[src/rtl/hbg_pkg.sv]
package hbg_pkg;

  // Bit positions of the gate pattern vector
  localparam int HI_A = 0;
  localparam int LO_A = 1;
  localparam int HI_B = 2;
  localparam int LO_B = 3;
  localparam int NUM_GATES = 4;

  typedef logic [NUM_GATES-1:0] gate_pat_t;

  // Strobes from control to datapath
  typedef struct packed {
    logic direct;   // take target at once (only switches turning off)
    logic cut;      // hold overlap, load target, restart dead counter
    logic commit;   // dead interval over, apply target
    logic tick;     // count the dead interval down
  } hbg_strobe_t;

  // Status from datapath to control
  typedef struct packed {
    logic matchApplied;
    logic subsetApplied;
    logic matchGoal;
    logic cntZero;
  } hbg_status_t;

  typedef enum logic [0:0] {ST_SETTLED, ST_DEAD} hbg_state_t;

endpackage

[src/rtl/hbg_decode.sv]
module hbg_decode
  import hbg_pkg::*;
(
  input  logic      bridgeEn,
  input  logic      onReq,
  input  logic      dirFwd,
  input  logic      slowDecay,
  output gate_pat_t desired
);

  gate_pat_t onPat;
  gate_pat_t fastPat;
  gate_pat_t slowPat;

  always_comb begin
    onPat   = '0;
    fastPat = '0;
    slowPat = '0;
    // diagonal pair chosen by direction
    if (dirFwd) begin
      onPat[HI_A] = 1'b1;
      onPat[LO_B] = 1'b1;
      fastPat[LO_A] = 1'b1;   // low side parallel to the conducting diode
    end else begin
      onPat[HI_B] = 1'b1;
      onPat[LO_A] = 1'b1;
      fastPat[LO_B] = 1'b1;
    end
    // recirculation through the upper half bridge
    slowPat[HI_A] = 1'b1;
    slowPat[HI_B] = 1'b1;
  end

  always_comb begin
    if (!bridgeEn)      desired = '0;
    else if (onReq)     desired = onPat;
    else if (slowDecay) desired = slowPat;
    else                desired = fastPat;
  end

endmodule

[src/rtl/hbg_datapath.sv]
module hbg_datapath
  import hbg_pkg::*;
#(
  parameter int DEAD_CYCLES = 200
) (
  input  logic        clk,
  input  logic        rstN,
  input  gate_pat_t   desired,
  input  hbg_strobe_t strobe,
  output hbg_status_t status,
  output gate_pat_t   applied
);

  localparam int CNT_W = (DEAD_CYCLES > 1) ? $clog2(DEAD_CYCLES) : 1;
  localparam logic [CNT_W-1:0] CNT_LOAD = CNT_W'(DEAD_CYCLES - 1);

  gate_pat_t        goal;
  logic [CNT_W-1:0] deadCnt;

  always_ff @(posedge clk) begin
    if (!rstN) begin
      applied <= '0;
      goal    <= '0;
      deadCnt <= '0;
    end else begin
      if (strobe.direct) begin
        applied <= desired;
      end else if (strobe.cut) begin
        applied <= applied & desired;
        goal    <= desired;
        deadCnt <= CNT_LOAD;
      end else if (strobe.commit) begin
        applied <= goal;
      end else if (strobe.tick) begin
        deadCnt <= deadCnt - 1'b1;
      end
    end
  end

  always_comb begin
    status.matchApplied  = (desired == applied);
    status.subsetApplied = ((desired & ~applied) == '0);
    status.matchGoal     = (desired == goal);
    status.cntZero       = (deadCnt == '0);
  end

endmodule

[src/rtl/hbg_control.sv]
module hbg_control
  import hbg_pkg::*;
(
  input  logic        clk,
  input  logic        rstN,
  input  hbg_status_t status,
  output hbg_strobe_t strobe
);

  hbg_state_t state;
  hbg_state_t stateNext;

  always_ff @(posedge clk) begin
    if (!rstN) state <= ST_SETTLED;
    else       state <= stateNext;
  end

  always_comb begin
    strobe    = '0;
    stateNext = state;
    case (state)
      ST_SETTLED: begin
        if (!status.matchApplied) begin
          if (status.subsetApplied) begin
            strobe.direct = 1'b1;
          end else begin
            strobe.cut = 1'b1;
            stateNext  = ST_DEAD;
          end
        end
      end
      ST_DEAD: begin
        if (!status.matchGoal) begin
          if (status.subsetApplied) begin
            strobe.direct = 1'b1;
            stateNext     = ST_SETTLED;
          end else begin
            strobe.cut = 1'b1;
          end
        end else if (status.cntZero) begin
          strobe.commit = 1'b1;
          stateNext     = ST_SETTLED;
        end else begin
          strobe.tick = 1'b1;
        end
      end
      default: stateNext = ST_SETTLED;
    endcase
  end

endmodule

[src/rtl/hbridge_gate_seq.sv]
module hbridge_gate_seq
  import hbg_pkg::*;
#(
  parameter int DEAD_CYCLES = 200
) (
  input  logic clk,
  input  logic rstN,
  input  logic bridgeEn,
  input  logic onReq,
  input  logic dirFwd,
  input  logic slowDecay,
  output logic gateHiA,
  output logic gateLoA,
  output logic gateHiB,
  output logic gateLoB
);

  gate_pat_t   desired;
  gate_pat_t   applied;
  hbg_strobe_t strobe;
  hbg_status_t status;

  hbg_decode u_decode (
    .bridgeEn  (bridgeEn),
    .onReq     (onReq),
    .dirFwd    (dirFwd),
    .slowDecay (slowDecay),
    .desired   (desired)
  );

  hbg_datapath #(.DEAD_CYCLES(DEAD_CYCLES)) u_datapath (
    .clk     (clk),
    .rstN    (rstN),
    .desired (desired),
    .strobe  (strobe),
    .status  (status),
    .applied (applied)
  );

  hbg_control u_control (
    .clk    (clk),
    .rstN   (rstN),
    .status (status),
    .strobe (strobe)
  );

  assign gateHiA = applied[HI_A];
  assign gateLoA = applied[LO_A];
  assign gateHiB = applied[HI_B];
  assign gateLoB = applied[LO_B];

endmodule

[config.mk]
export PLATFORM = sky130hd
export DESIGN_NAME = hbridge_gate_seq
export DESIGN_NICKNAME = d
export VERILOG_FILES = /design/src/rtl/hbg_pkg.sv /design/src/rtl/hbg_decode.sv /design/src/rtl/hbg_datapath.sv /design/src/rtl/hbg_control.sv /design/src/rtl/hbridge_gate_seq.sv
export SDC_FILE = /design/constraint.sdc
export NUM_CORES = 1
export LEC_CHECK = 0
export BUFFER_PORTS_ARGS = -buffer_cell sky130_fd_sc_hd__buf_2
export CAP_MARGIN = 5
export CORE_MARGIN = 2
export CORE_UTILIZATION = 60
export CTS_CLUSTER_SIZE = 10
export DETAILED_ROUTE_END_ITERATION = 6
export PLACE_DENSITY = 0.77
export SYNTH_ARGS = -nofsm -noshare
export SYNTH_HDL_FRONTEND = slang
export SYNTH_SLANG_ARGS = --single-unit
[constraint.sdc]
create_clock -name clk -period 4 [get_ports clk]
set_input_delay 0.8 -clock clk [delete_from_list [all_inputs] [get_ports clk]]
set_output_delay 0.8 -clock clk [all_outputs]
set_load 0.005 [all_outputs]
# After elaboration in Yosys (flattened, before gate mapping)
# Cells that the tools add are included.
# totals
input_bits	6
reg_bits	17
elab_cells	43
out_inout_bits	4
# op_classes
mux	24
eq_ne	3
n_reduce_logical	6
n_bitwise	5
addsub	1
# ops
op	count
2-to-1 mux 4 bit	6
2-to-1 mux 8 bit	3
2-to-1 mux 2 bit	5
AND 4 bit	2
equality test 4 bit	2
logical NOT 8 bit	1
2-to-1 mux 1 bit	8
subtractor 8 x 1 -> 8 bit (second input constant)	1
logical NOT 4 bit	1
NOT 4 bit	1
one-hot mux 2 bit (2 select lines)	1
AND reduction 3 bit	1
nonzero test 3 bit	1
!= test 2 x 1 -> 1 bit (second input constant)	1
NOT 1 bit	2
one-hot mux 1 bit (2 select lines)	1
AND reduction 2 bit	1
nonzero test 2 bit	1

# Depth between registers and ports, before layout
# logic_depth
ltp_word	11
mapped_depth	11
mapped_depth_nobuf	9

# Cells and area by module
# A second synthesis with hierarchy kept.
# hier_totals
hier_cells	122
hier_area_um2	1077.3
# modules_own_cells
module	instances	cells_per_inst	area_each_um2
hbg_datapath	1	102	924.6
hbg_control	1	10	90.1
hbg_decode	1	10	62.6

# Worst setup path before layout
# No wires, ideal clock.
# synth_timing
path_kind	input-to-reg
from	in onReq
to	reg u_datapath.applied[0]
setup_time_ns	0.136
slack_ns	1.202
arrival_time_ns	2.662
cell_stages	10
required_ns	3.864
cell_sequence	buf_6 > nor2b_4 > o21ai_0 > inv_1 > ha_1 > or4_1 > clkbuf_1 > mux2_2 > o2111ai_1 > o221ai_1
# synth_between
elab_chain_len	9
elab_cells_between_ends	17
classes_between	eq/ne: 2; mux: 11; bitwise: 2; reduce/logical: 2
# synth_rtl
element	line_no	rtl
start: declaration	hbridge_gate_seq.sv:9	input logic onReq,
2-to-1 mux 4 bit *	hbg_decode.sv:36	else if (onReq) desired = onPat;
2-to-1 mux 4 bit *	hbg_decode.sv:35	if (!bridgeEn) desired = '0;
net desired[1]	hbridge_gate_seq.sv:18	gate_pat_t desired;
AND 4 bit	hbg_datapath.sv:42	status.subsetApplied = ((desired & ~applied) == '0);
logical NOT 4 bit	hbg_datapath.sv:42	
2-to-1 mux 1 bit	hbg_control.sv:24, hbg_control.sv:34	
2-to-1 mux 2 bit (on tied branches)	hbg_control.sv:33, hbg_control.sv:23	
one-hot mux 2 bit (2 select lines)	hbg_control.sv:21	case (state)
2-to-1 mux 4 bit	hbg_datapath.sv:28	end else if (strobe.cut) begin
2-to-1 mux 4 bit	hbg_datapath.sv:26	if (strobe.direct) begin
end signal: assignment	hbg_datapath.sv:27	applied <= desired;
end signal: assignment	hbg_datapath.sv:29	applied <= applied & desired;
end signal: assignment	hbg_datapath.sv:33	applied <= goal;
end: declaration	hbg_datapath.sv:11	output gate_pat_t applied
# The timed path passes the listed nets; every way through them passes the cells marked *.
# A chain may end at the register's enable or synchronous reset.

# Worst setup path in the final report
# layout_timing
from	in dirFwd
to	reg u_datapath.deadCnt[4]
# layout_between
elab_chain_len	11
elab_cells_between_ends	22
classes_between	eq/ne: 3; mux: 14; bitwise: 2; reduce/logical: 3
# layout_rtl
element	line_no	rtl
start: declaration	hbridge_gate_seq.sv:10	input logic dirFwd,
2-to-1 mux 1 bit	hbg_decode.sv:20	if (dirFwd) begin
2-to-1 mux 4 bit	hbg_decode.sv:37	else if (slowDecay) desired = slowPat;
2-to-1 mux 4 bit *	hbg_decode.sv:36	
2-to-1 mux 4 bit *	hbg_decode.sv:35	
net desired[1]	hbridge_gate_seq.sv:18	
AND 4 bit	hbg_datapath.sv:42	
logical NOT 4 bit	hbg_datapath.sv:42	
2-to-1 mux 1 bit	hbg_control.sv:24, hbg_control.sv:34	
2-to-1 mux 2 bit (on tied branches)	hbg_control.sv:33, hbg_control.sv:23	
one-hot mux 2 bit (2 select lines)	hbg_control.sv:21	
!= test 2 x 1 -> 1 bit (no line), or another cell as far along	n/a	
AND reduction 3 bit (no line)	n/a	
end signal: assignment	hbg_datapath.sv:35	deadCnt <= deadCnt - 1'b1;
end: declaration	hbg_datapath.sv:18	logic [CNT_W-1:0] deadCnt;
# Marked as above.

==> impl_metrics.toml <==
[sta]
clock_skew_ns = 0.00264
drv_slew = 0
worstMarginPinSlew_ns = 0.976
timing.hold.ws_ns = 0.474
finalSetupViolCount = 0
hold_viol_final = 0
period_needed_ns = 2.80
fmax_mhz = 357
tns_ns = 0
rsz0062_at_grt = "false"
maxSlewHeadroom_pct = 34.9
fin_crit_sh_pct = 70.1

[finish]
multi_input_area_sq_um = 936
final_nets = 186
final_layout_size_suffix_gt1_share_pct = 17.2
regArea_sq_um = 340
area_growth_pct = 4.62
n_fill_cell = 195
instances_no_fill = 197
diodes = 0

[floorplan]
core_sq_um = 2190
io_pins = 10
die_x_um = 52.0
num_rows = 17
start_util_pct = 63.0
die_area_sq_um = 2700
die_y_um = 52.0

[logic_synthesis]
synth_cell_types = 48
syn_area_sq_um = 1380
synth_fp_nets = 180
ys_ff_latch = 17
ys_seq_area_share_pct = 24.7
async_flop_share_pct = 0
synth_edf_count = 0
yosysWarnings = 0
syn_inst = 164
synth-main-ff-cell = "dfxtp_1"
avgSynthCellArea_sq_um = 8.42

[setup_path]
cpMaxStageDelayCell = "or4_1"
reg2reg_setup_slack_ns = 1.75
max_stage_delay_ns = 0.65
critPathMaxFanout = 7
r2r-start = "u_datapath.deadCnt[0]"
timing.rr.end = "u_datapath.applied[3]"
startpoint_type = "input pin"
critical_path.top_delay_family = "compound AO/OA/AOI/OAI gates"
crit_chain = "buf_2, nor3b_2, o21ai_0, inv_1, ha_1, or4_1, o21ai_1, o211ai_1, a21oi_1"
reg2reg_depth = 7
crit_type = "in2reg"
cp-end-kind = "flop"
cp.required_ns = 4.22
path_buf_inv = 2
cp.arrival_ns = 3.03

[clocking]
cts_tree = "done"
insertion_delay_ns = 0.29
clk_pin_slew_ns = 0.11
post_cts_buffers = 0
htree_levels = 1
cts-root-buf = "clkbuf_4"
ctsHoldBuffers = 0
cts_buffer_depth = 2
post_cts_resize_count = 0
clock-sinks = 17
numCtsBuffers = 3

[grt]
grt_overflow_total = 0
grt_start_max_net_pins = 26
grt_pass1_wl_um = 5400
antenna_found_initial = 0
grt_pass1_vias = 1210
grt_usage_pct = 26.5

[routing]
viasPerCell = 6.23
via_count = 1228
route.detailed.drc = 0
drt_iter0_markers = 26
routed_wl_um = 3010
firstDrtPassIters = 4
antenna_left = 0
wl_per_cell_um = 15.3

[placed_design]
place_inst = 193
routabilityCongestion = 0.915
portBuffers = 9
dpl.hpwl_um = 2270

[run]
cap_violations = 0

[worst_hold_path]
holdPathStages = 2
hold_end = "u_datapath.goal[2]"
hp-start = "u_datapath.goal[2]"
hold_path.class = "reg2reg"

[pwr]
p_leak_nw = 0.582
p_per_area_nw_per_um2 = 351
peakVddDrop_uv = 173

[run_status]
status = "finished clean"
## cells by family after synthesis
family                     synth area share, %
AOI/OAI and AO/OA                         25.1
DFF                                       24.7
adders and majority gates                 9.07
and+or+nand+nor                           25.2
muxes                                     8.43
buffers and inverters                     7.52
## how the worst max path moves through the flow
stage | to | slack, ns | start | cells after the start
final | u_datapath.deadCnt[4] | 1.20 | dirFwd | 9
after global routing | u_datapath.deadCnt[4] | 1.01 | dirFwd | 9
after CTS | u_datapath.deadCnt[3] | 1.23 | dirFwd | 9
after detailed placement | u_datapath.deadCnt[3] | 0.93 | dirFwd | 9
after global placement | u_datapath.goal[1] | 0.97 | dirFwd | 10
after floorplan | u_datapath.applied[0] | 1.20 | onReq | 10
## final cells by class
class / instances / share of cell area (%)
flip-flops and latches: 17 / 23.6
multi-input cells: 125 / 64.8
clock inverters: 1 / 0.347
inverters: 12 / 3.12
clock buffers: 3 / 1.56
well taps: 28 / 2.43
repair buffers: 11 / 4.16
## flip-flops by register name, indices dropped and copies added, names as in the netlist
signal	flops
u_control.state	1
u_datapath.applied	4
u_datapath.deadCnt	8
u_datapath.goal	4
## through the flow
step	instance area, sq um	power [W]	worst slack (ns)	utilization, %
6_report	1440	0.000506	1.20	65.9
5_1_grt	1440	0.000543	1.01	65.9
4_1_cts	1440	0.000507	1.23	65.9
3_5_place_dp	1420	0.000414	0.928	64.6
3_3_place_gp	1420	0.000409	0.968	64.6
2_1_floorplan	1380	0.000372	1.20	-
## cells in the final DEF, fill, tap and decap left out, types with 4 or more instances in the layout
| cell | n |
|---|---|
| o211ai_1 | 5 |
| nand3_1 | 7 |
| o2111ai_1 | 5 |
| ha_1 | 10 |
| inv_1 | 12 |
| a21oi_1 | 5 |
| o221ai_1 | 4 |
| nand2_1 | 22 |
| mux2i_1 | 6 |
| buf_2 | 9 |
| nor3_1 | 4 |
| dfxtp_1 | 17 |
| nor2_1 | 7 |
## report_power, final
group	total (W)	switching [W]	internal (W)
registers	0.000208	0.0000194	0.000188
logic	0.000205	0.000123	0.0000819
clock network	0.0000934	0.0000563	0.0000371
total	0.000506	0.000199	0.000307
## synthesized netlist by cell type (3+ instances only)
master | number | share of area, %
o211ai_1 | 5 | 2.7
inv_1 | 12 | 3.3
ha_1 | 10 | 9.1
o21ai_1 | 3 | 1.1
clkbuf_1 | 5 | 1.4
mux2_2 | 3 | 2.4
nand2_1 | 22 | 6.0
o2111ai_1 | 5 | 3.2
and2_1 | 3 | 1.4
nor2_1 | 7 | 1.9
nor3_1 | 4 | 1.5
dfxtp_1 | 17 | 25
nand3_1 | 7 | 2.5
a21oi_1 | 5 | 1.8
o221ai_1 | 4 | 2.5
mux2i_1 | 6 | 4.4
## worst min-delay path, delay by kind of cell (launching register included)
kind / cells / cell delay [ns]
flops: 1 / 0.33
simple gates: 1 / 0.05
compound gates: 1 / 0.05
## layer usage
layer	share of wire (%)	vias to the layer above	global-route usage (%)	wire [um]
met1	46	583	32.9	1370
met5	0	-	0	0
met3	1.9	4	3.45	57
met4	1.2	0	9.21	36
li1	-	625	-	-
met2	51	16	46.4	1550
Note: power is estimated with default switching activity, not from simulation.
